===== src/rtl/rtf_pkg.sv =====
package rtf_pkg;

    localparam int unsigned RTF_MAX_AW = 32;

    typedef enum logic {
        FILL_IDLE   = 1'b0,
        FILL_ACTIVE = 1'b1
    } fill_state_e;

    typedef struct packed {
        logic in_win;
        logic exact;
    } beat_match_t;

    function automatic logic [RTF_MAX_AW-1:0] align_down(
        input logic [RTF_MAX_AW-1:0] a,
        input int unsigned           lg
    );
        logic [RTF_MAX_AW-1:0] keep;
        keep = ~((RTF_MAX_AW'(1) << lg) - RTF_MAX_AW'(1));
        return a & keep;
    endfunction

endpackage


===== src/rtl/rtf_beat_match.sv =====
module rtf_beat_match
    import rtf_pkg::*;
#(
    parameter int unsigned ADDR_W    = 16,
    parameter int unsigned UNIT_LOG2 = 2,
    localparam int unsigned OFF_W    = (UNIT_LOG2 == 0) ? 1 : UNIT_LOG2
) (
    input  logic [ADDR_W-1:0] want_addr,
    input  logic [ADDR_W-1:0] beat_addr,
    output beat_match_t       match,
    output logic [OFF_W-1:0]  offset
);

    logic [RTF_MAX_AW-1:0] want_base;
    logic [RTF_MAX_AW-1:0] beat_base;

    always_comb begin
        want_base    = align_down(RTF_MAX_AW'(want_addr), UNIT_LOG2);
        beat_base    = align_down(RTF_MAX_AW'(beat_addr), UNIT_LOG2);
        match.in_win = (want_base == beat_base);
        match.exact  = (want_addr == beat_addr);
    end

    generate
        if (UNIT_LOG2 == 0) begin : g_single
            assign offset = 1'b0;
        end else begin : g_multi
            assign offset = beat_addr[OFF_W-1:0];
        end
    endgenerate

endmodule


===== src/rtl/rtf_collect_mask.sv =====
module rtf_collect_mask #(
    parameter int unsigned UNIT_LOG2 = 2,
    localparam int unsigned OFF_W    = (UNIT_LOG2 == 0) ? 1 : UNIT_LOG2,
    localparam int unsigned WORDS    = 1 << UNIT_LOG2
) (
    input  logic             clk,
    input  logic             rst,
    input  logic             restart,
    input  logic             take,
    input  logic [OFF_W-1:0] offset,
    output logic             complete
);

    logic [WORDS-1:0] seen_q;
    logic [WORDS-1:0] hit_vec;

    generate
        for (genvar i = 0; i < WORDS; i++) begin : g_word
            assign hit_vec[i] = take && (offset == OFF_W'(i));
        end
    endgenerate

    assign complete = take && (&(seen_q | hit_vec));

    always_ff @(posedge clk) begin
        if (rst || restart) begin
            seen_q <= '0;
        end else if (complete) begin
            seen_q <= '0;
        end else begin
            seen_q <= seen_q | hit_vec;
        end
    end

endmodule


===== src/rtl/rtf_fill_capture.sv =====
module rtf_fill_capture
    import rtf_pkg::*;
#(
    parameter int unsigned ADDR_W    = 16,
    parameter int unsigned DATA_W    = 32,
    parameter int unsigned UNIT_LOG2 = 2,
    localparam int unsigned OFF_W    = (UNIT_LOG2 == 0) ? 1 : UNIT_LOG2,
    localparam int unsigned TAG_W    = ADDR_W - UNIT_LOG2
) (
    input  logic              clk,
    input  logic              rst,
    input  logic              lvl_en,
    input  logic              req_valid,
    input  logic [ADDR_W-1:0] req_addr,
    input  logic              bus_valid,
    input  logic [ADDR_W-1:0] bus_addr,
    input  logic [DATA_W-1:0] bus_data,
    output logic              wr_en,
    output logic [OFF_W-1:0]  wr_idx,
    output logic [DATA_W-1:0] wr_data,
    output logic              fwd_valid,
    output logic [DATA_W-1:0] fwd_data,
    output logic              unit_valid,
    output logic [TAG_W-1:0]  unit_tag,
    output logic              fill_done
);

    fill_state_e       state_q;
    logic [ADDR_W-1:0] want_q;
    logic              valid_q;
    logic [TAG_W-1:0]  tag_q;
    logic              done_q;

    beat_match_t       bm;
    logic [OFF_W-1:0]  beat_off;
    logic              start_fill;
    logic              listening;
    logic              take_beat;
    logic              fill_complete;

    rtf_beat_match #(
        .ADDR_W    (ADDR_W),
        .UNIT_LOG2 (UNIT_LOG2)
    ) u_match (
        .want_addr (want_q),
        .beat_addr (bus_addr),
        .match     (bm),
        .offset    (beat_off)
    );

    // A new request wins over any beat arriving in the same cycle.
    assign start_fill = lvl_en && req_valid;
    assign listening  = lvl_en && !req_valid && (state_q == FILL_ACTIVE);
    assign take_beat  = listening && bus_valid && bm.in_win;

    rtf_collect_mask #(
        .UNIT_LOG2 (UNIT_LOG2)
    ) u_mask (
        .clk      (clk),
        .rst      (rst),
        .restart  (start_fill),
        .take     (take_beat),
        .offset   (beat_off),
        .complete (fill_complete)
    );

    always_ff @(posedge clk) begin
        if (rst) begin
            state_q <= FILL_IDLE;
            want_q  <= '0;
            valid_q <= 1'b0;
            tag_q   <= '0;
            done_q  <= 1'b0;
        end else begin
            done_q <= 1'b0;
            if (start_fill) begin
                state_q <= FILL_ACTIVE;
                want_q  <= req_addr;
                valid_q <= 1'b0;
            end else if (fill_complete) begin
                state_q <= FILL_IDLE;
                valid_q <= 1'b1;
                tag_q   <= want_q[ADDR_W-1:UNIT_LOG2];
                done_q  <= 1'b1;
            end
        end
    end

    assign wr_en      = take_beat;
    assign wr_idx     = beat_off;
    assign wr_data    = bus_data;
    assign fwd_valid  = listening && bus_valid && bm.exact;
    assign fwd_data   = bus_data;
    assign unit_valid = valid_q;
    assign unit_tag   = tag_q;
    assign fill_done  = done_q;

    // a completion pulse always comes with an installed unit
    assert_done_has_valid_R4: assert property (@(posedge clk) disable iff (rst)
        fill_done |-> unit_valid);

    // the completion pulse lasts exactly one cycle
    assert_done_single_R4: assert property (@(posedge clk) disable iff (rst)
        fill_done |=> !fill_done);

    // the installed tag moves only on completion
    assert_tag_moves_on_done_R4: assert property (@(posedge clk) disable iff (rst)
        !$stable(unit_tag) |-> fill_done);

    // a request drops the installed unit on the next cycle
    assert_request_clears_R6: assert property (@(posedge clk) disable iff (rst)
        (lvl_en && req_valid) |=> !unit_valid);

    // a disabled level neither writes nor forwards
    assert_disabled_quiet_R7: assert property (@(posedge clk) disable iff (rst)
        !lvl_en |-> (!wr_en && !fwd_valid));

    // storage writes only happen during a pending fill
    assert_write_needs_fill_R9: assert property (@(posedge clk) disable iff (rst)
        wr_en |-> (state_q == FILL_ACTIVE));

endmodule


===== config.mk =====
export PLATFORM = sky130hd
export DESIGN_NAME = rtf_fill_capture
export DESIGN_NICKNAME = d
export VERILOG_FILES = /design/src/rtl/rtf_pkg.sv /design/src/rtl/rtf_beat_match.sv /design/src/rtl/rtf_collect_mask.sv /design/src/rtl/rtf_fill_capture.sv
export SDC_FILE = /design/constraint.sdc
export NUM_CORES = 1
export LEC_CHECK = 0
export CAP_MARGIN = 25
export CORE_ASPECT_RATIO = 0.7
export CORE_MARGIN = 1.5
export CORE_UTILIZATION = 39
export DETAILED_ROUTE_END_ITERATION = 16
export DONT_BUFFER_PORTS = 1
export GPL_TIMING_DRIVEN = 0
export PLACE_DENSITY = 0.58
export SLEW_MARGIN = 25
export SYNTH_ARGS = -nofsm -noshare
export SYNTH_HDL_FRONTEND = slang
export SYNTH_HIERARCHICAL = 1
export SYNTH_SLANG_ARGS = --single-unit

===== constraint.sdc =====
create_clock -name clk -period 4.88 [get_ports clk]
set_clock_uncertainty 0.1 [all_clocks]
set_input_delay 0.732 -clock clk [delete_from_list [all_inputs] [get_ports clk]]
set_output_delay 0.732 -clock clk [all_outputs]
set_load 0.01 [all_outputs]

== Word-level counts from Yosys, hierarchy flattened ==
Cells that the tools add are included.
Operators by class
  reductions and logical operators: 19
  multiplexer cells: 3
  bitwise logic cells: 2
  eq/ne operators: 5
Operator list (count)
  $eq A16 B16 Y1: 1
  $eq A14 B14 Y1: 1
  $logic_and A1 B1 Y1: 11
  $eq A2 B2 Y1 const B: 2
  $or A4 B4 Y4: 1
  $reduce_and A4 Y1: 1
  $reduce_or A2 Y1: 2
  $mux W1: 3
  $eq A2 B1 Y1 const B: 1
  $logic_not A2 Y1: 1
  $reduce_and A2 Y1: 1
  $reduce_bool A2 Y1: 1
  $logic_not A1 Y1: 1
  $logic_or A1 B1 Y1: 1
  $not A1 Y1: 1
Word-level totals
  word-level logic and storage cells: 35
  output and inout port bits: 84
  input port bits: 69
  flip-flop bits (word level): 37

== Depth between registers and ports, before layout ==
  word-level depth: 11
  depth in mapped cells: 10
  gate-level depth less buffers: 9

== By module ==
Netlist, hierarchy kept.
By module, submodules not included
  rtf_fill_capture: area an instance 1944.4 um^2, cells each 212, instances 1, sequential area each 660.6 um^2
  rtf_collect_mask: area an instance 224.0 um^2, cells each 24, instances 1, sequential area each 80.1 um^2
  rtf_beat_match: area an instance 196.4 um^2, cells each 25, instances 1, sequential area each 0.0 um^2

== Worst setup path before layout ==
OpenSTA, ideal clock, no wires.
  path kind: input to register
  from: input port bus_addr[14]
  to: register tag_q[10], in the netlist unit_tag[10]
  slack: 1.937 ns
  arrival time: 2.771 ns
  path buffers: 1
  cell stages on the path: 10
  required time: 4.708 ns
  library setup time: 0.072 ns
  cell sequence: xor2_1 -> nor4_1 -> nand2_1 -> nor4_1 -> and2_1 -> nor2b_1 -> and2_2 -> a21boi_4 -> buf_12 -> mux2i_1
RTL lines
  start, declared: RTL line rtf_fill_capture.sv:16  | input logic [ADDR_W-1:0] bus_addr,
  end signal, assigned: RTL line rtf_fill_capture.sv:83  | tag_q <= want_q[ADDR_W-1:UNIT_LOG2];
  end, declared: RTL line rtf_fill_capture.sv:31  | logic [TAG_W-1:0] tag_q;

==> flow_results.org <==
** Status
- The flow ran to the end, and the final reports show no timing, DRC or antenna violations.

** Floorplanning
- For this configuration, the core starts out at a cell density of 40.9%.
- Top Ports :: 153
- The die covers 6550 sq um.
- Core area :: 5780 sq um
- In this run the core area contains 23 standard-cell rows.
- The die is 96.1 um wide.
- Height of the chip :: 68.2 um

** Synth
- Mean instance size in the synthesized netlist :: 9.06 sq um
- The synthesized design contains 37 register bits.
- Of the synthesized area, sequential elements account for 31.3%.
- Yosys attributes the largest share of cell area to sky130_fd_sc_hd__dfxtp_1, sky130_fd_sc_hd__buf_4, sky130_fd_sc_hd__nand2b_1, sky130_fd_sc_hd__a21bo_2, sky130_fd_sc_hd__mux2i_1.
- Top cell type's share of synthesized area :: 31.3%
- Count of distinct cell types in the synthesized netlist :: 32
- After technology mapping, the gate count stands at 261.
- Counting every net in the synthesized netlist gives 330.
- Cell accounting for the most synthesized area :: sky130_fd_sc_hd__dfxtp_1
- The synthesized netlist occupies a cell area of 2360 sq um.
- Count of warnings emitted by yosys :: 6

** Setup path
- The worst setup path is captured at a flip-flop.
- STA puts the critical path data required time at 5.01 ns.
- In this run the critical register-to-register path is launched from want_q[12].
- Largest fanout on the critical path :: 10
- Worst endpoint data arrival time :: 3.35 ns
- Counting cells, the worst reg-to-reg path comes to 10.
- In this run the register-to-register setup slack is 1.73 ns.
- The worst register-to-register path ends at unit_tag[11].
- CP startpoint kind :: input port
- By startpoint and endpoint, the worst setup path is classified as input port to flip-flop.

** CTS
- The number of gates resized after CTS was 0.
- The clock tree synthesis step divided the H-tree into 2 levels.
- Clk_lat worst skew :: 0.30 ns
- CTS tree :: done
- Clock root buffer master :: sky130_fd_sc_hd__clkbuf_8
- The number of setup buffers added after CTS is 0.
- In this run, CTS created clock tree buffers numbering 5.
- For this design, the sink count on the clock tree is 37.
- Clock transition at the registers of the reported paths :: 0.07 ns
- # hold bufs at CTS :: 0
- No sink is reached through more buffers than the 2 on the longest clock path.

** Route
- Wire segments on met2 add up to 2340 um in the final route.
- Detailed Route Iter0 Violations :: 58
- Uppermost signal routing layer after detailed routing :: met4
- Dividing the detail-routed via count by the number of cells gives 4.80.
- The routed design has 5360 um of wire.
- In the detailed route, the total length drawn on met3 is 595 um.
- Final routed wire length divided by cell count :: 15.6 um
- After detailed routing, the wire length on met1 is 2350 um.
- The detail route stage leaves a number of antenna-violating nets equal to 0.
- The routed layout has 1651 vias.
- Number of optimization iterations in the first detailed-route pass :: 4
- Number of DRC violations after detailed routing :: 0

** Timing
- Setup Total Neg Slack :: 0 ns
- Part of the cycle the worst path needs :: 66.0%
- Achievable clock frequency :: 0.311 GHz
- For the pin with the worst max-slew slack, the measured transition is 0.474 ns.
- Number of setup violations in the final report :: 0
- Max Slew Vio Count :: 0
- The routed design could run at a clock period as short as 3.22 ns.
- Headroom to the max-slew limit came out at 68.1%.
- Setup repair after global routing missed its margin :: false
- The number of hold violations in the final report is 0.

** Layout
- Compared with the post-synthesis result, the final layout area differs by 7.46%.
- Cells with a size suffix above 1 make up 39.8% of the layout.
- With fillers left out, the area of the finished cells amounts to 2540 sq um.
- 0 antenna diodes ended up in the layout.
- Total Nets Final :: 337

** Place
- Hpwl dp :: 4300 um
- Routability cong. :: 0.755
- In this run the tool buffered the top-level ports with 0 buffer cells.
- In this run the cell area measured after placement is 2460 sq um.

** Pwr
- Sequential power share :: 49.4%
- Leakage :: 0.00103 uW
- Combinational cells account for 17.5% of the total power.
- IR analysis of the VDD net gives a maximum drop of 90.6 uV.
- In this run switching power makes up 26.6% of total power.
- The internal power of the cells totals 466 uW.
- Total net switching power :: 169 uW
- Power spread over the standard cell area amounts to 250 nW/um^2.
- The clock network accounts for 33.1% of the total power.

** Global route
- GR Util All Layers :: 16.4%
- First-pass GRT wire length :: 7690 um
- The initial antenna violation count was 0.
- Overflow after GRT :: 0
- Maximum number of pins on one net before global-route repair :: 12
- Number of global-route vias before repair :: 1485

** Run
- MaxCap Viol Count :: 0

** Min path
- Worst hold path depth :: 2
- The path class of the tightest hold or removal check is flip-flop to flip-flop.
- Origin of the worst min-delay path :: state_q
- Terminating pin of the worst hold path :: state_q
## cells in the final DEF, fill, tap and decap left out
cell type	Yosys	final
sky130_fd_sc_hd__buf_4	67	67
sky130_fd_sc_hd__dfxtp_1	37	37
sky130_fd_sc_hd__nand2b_1	30	30
sky130_fd_sc_hd__a21oi_1	21	21
sky130_fd_sc_hd__nand3_1	17	17
sky130_fd_sc_hd__a21bo_2	16	16
sky130_fd_sc_hd__mux2i_1	15	15
sky130_fd_sc_hd__xor2_1	12	12
sky130_fd_sc_hd__buf_2	9	9
sky130_fd_sc_hd__clkbuf_8	0	5
sky130_fd_sc_hd__xnor2_1	4	4
sky130_fd_sc_hd__clkbuf_1	2	3
sky130_fd_sc_hd__o21ai_0	3	3
sky130_fd_sc_hd__nor4_1	3	3
sky130_fd_sc_hd__nand2_1	2	2
sky130_fd_sc_hd__and2_1	2	2
sky130_fd_sc_hd__nor2_1	2	2
sky130_fd_sc_hd__nor3_1	2	2
sky130_fd_sc_hd__nor3b_1	2	2
sky130_fd_sc_hd__clkinv_2	0	2
sky130_fd_sc_hd__and3b_2	2	2
sky130_fd_sc_hd__buf_6	1	1
sky130_fd_sc_hd__inv_1	1	1
sky130_fd_sc_hd__and4b_1	1	1
sky130_fd_sc_hd__a21boi_4	1	1
sky130_fd_sc_hd__buf_12	1	1
sky130_fd_sc_hd__nand4b_1	1	1
sky130_fd_sc_hd__o211ai_2	1	1
sky130_fd_sc_hd__nor2b_1	1	1
sky130_fd_sc_hd__and2_2	1	1
sky130_fd_sc_hd__a31oi_1	1	1
sky130_fd_sc_hd__a2111oi_2	1	1
sky130_fd_sc_hd__nand4_1	1	1
sky130_fd_sc_hd__or4_1	1	1
## cells in the mapped netlist
master / instances
sky130_fd_sc_hd__buf_2: 9
sky130_fd_sc_hd__buf_12: 1
sky130_fd_sc_hd__and4b_1: 1
sky130_fd_sc_hd__a31oi_1: 1
sky130_fd_sc_hd__o21ai_0: 3
sky130_fd_sc_hd__a21boi_4: 1
sky130_fd_sc_hd__mux2i_1: 15
sky130_fd_sc_hd__xnor2_1: 4
sky130_fd_sc_hd__a21oi_1: 21
sky130_fd_sc_hd__dfxtp_1: 37
sky130_fd_sc_hd__nand4_1: 1
sky130_fd_sc_hd__nor3b_1: 2
sky130_fd_sc_hd__or4_1: 1
sky130_fd_sc_hd__nor3_1: 2
sky130_fd_sc_hd__and2_1: 2
sky130_fd_sc_hd__and2_2: 1
sky130_fd_sc_hd__buf_4: 67
sky130_fd_sc_hd__o211ai_2: 1
sky130_fd_sc_hd__clkbuf_1: 2
sky130_fd_sc_hd__and3b_2: 2
sky130_fd_sc_hd__xor2_1: 12
sky130_fd_sc_hd__buf_6: 1
sky130_fd_sc_hd__nand2_1: 2
sky130_fd_sc_hd__inv_1: 1
sky130_fd_sc_hd__nor4_1: 3
sky130_fd_sc_hd__nand4b_1: 1
sky130_fd_sc_hd__nor2_1: 2
sky130_fd_sc_hd__nand2b_1: 30
sky130_fd_sc_hd__nor2b_1: 1
sky130_fd_sc_hd__a2111oi_2: 1
sky130_fd_sc_hd__nand3_1: 17
sky130_fd_sc_hd__a21bo_2: 16
## metal layers
layer | up-vias | track usage (%)
li1 | 823 | -
met3 | 5 | 8.11
met4 | 0 | 6.07
met5 | - | 0
met1 | 740 | 21.2
met2 | 83 | 23.3
## critical path: stages
cell,delay (ns)
sky130_fd_sc_hd__xor2_1,0.14
sky130_fd_sc_hd__nor4_1,0.47
sky130_fd_sc_hd__nand2_1,0.14
sky130_fd_sc_hd__nor4_1,0.28
sky130_fd_sc_hd__and2_1,0.35
sky130_fd_sc_hd__nor2b_1,0.31
sky130_fd_sc_hd__and2_2,0.24
sky130_fd_sc_hd__a21boi_4,0.32
sky130_fd_sc_hd__buf_12,0.19
sky130_fd_sc_hd__mux2i_1,0.18
## cell type report
| class | count | area [sq um] |
|---|---|---|
| Sequential cell | 37 | 741 |
| Clock inverter | 2 | 10.0 |
| Clock buffer | 6 | 72.6 |
| Tap cell | 75 | 93.8 |
| Buffer | 80 | 587 |
| Fill cell | 591 | 3240 |
| Multi-Input combinational cell | 143 | 1030 |
| Inverter | 1 | 3.75 |
## stage by stage
stage	power, uW	util (%)	std cells	setup slack [ns]	hold WS, ns
floorplan	418	-	261	1.94	0.345
global placement	432	42.5	336	1.38	0.353
detailed placement	433	42.5	336	1.38	0.365
CTS	646	43.9	344	1.69	0.376
global route	671	43.9	344	1.44	0.386
finish	636	43.9	344	1.66	0.377
## state kept, by name, summed over array words and instances, names as in the netlist
register	flops
fill_done	1
state_q	1
u_mask/seen_q	4
unit_tag	14
unit_valid	1
want_q	16
## power by group through the flow
stage                     Sequential (uW)  Combinational [uW]  Clock (uW)
after floorplan                       319                98.6           0
after detailed placement              321                 112           0
after CTS                             314                 112         220
after global placement                321                 111           0
after global routing                  315                 121         235
final                                 314                 111         211
## logic make-up after synthesis
kind of cell	share of synthesized area, %
AOI/OAI and AO/OA	14.1
xor gates and xnor gates	5.93
buffers and inverters	25.0
DFF	31.3
muxes	6.35
and+or+nand+nor	17.4
## how the worst max path moves through the flow
| stage | start | endpoint |
|---|---|---|
| 2_1_floorplan | bus_addr[14] | unit_tag[10] |
| 3_3_place_gp | bus_addr[15] | unit_tag[9] |
| 3_5_place_dp | bus_addr[15] | unit_tag[12] |
| 4_1_cts | bus_addr[15] | unit_tag[12] |
| 5_1_grt | bus_addr[15] | unit_tag[11] |
| 6_report | bus_addr[15] | unit_tag[11] |
Note: power is estimated with default switching activity, not from simulation.
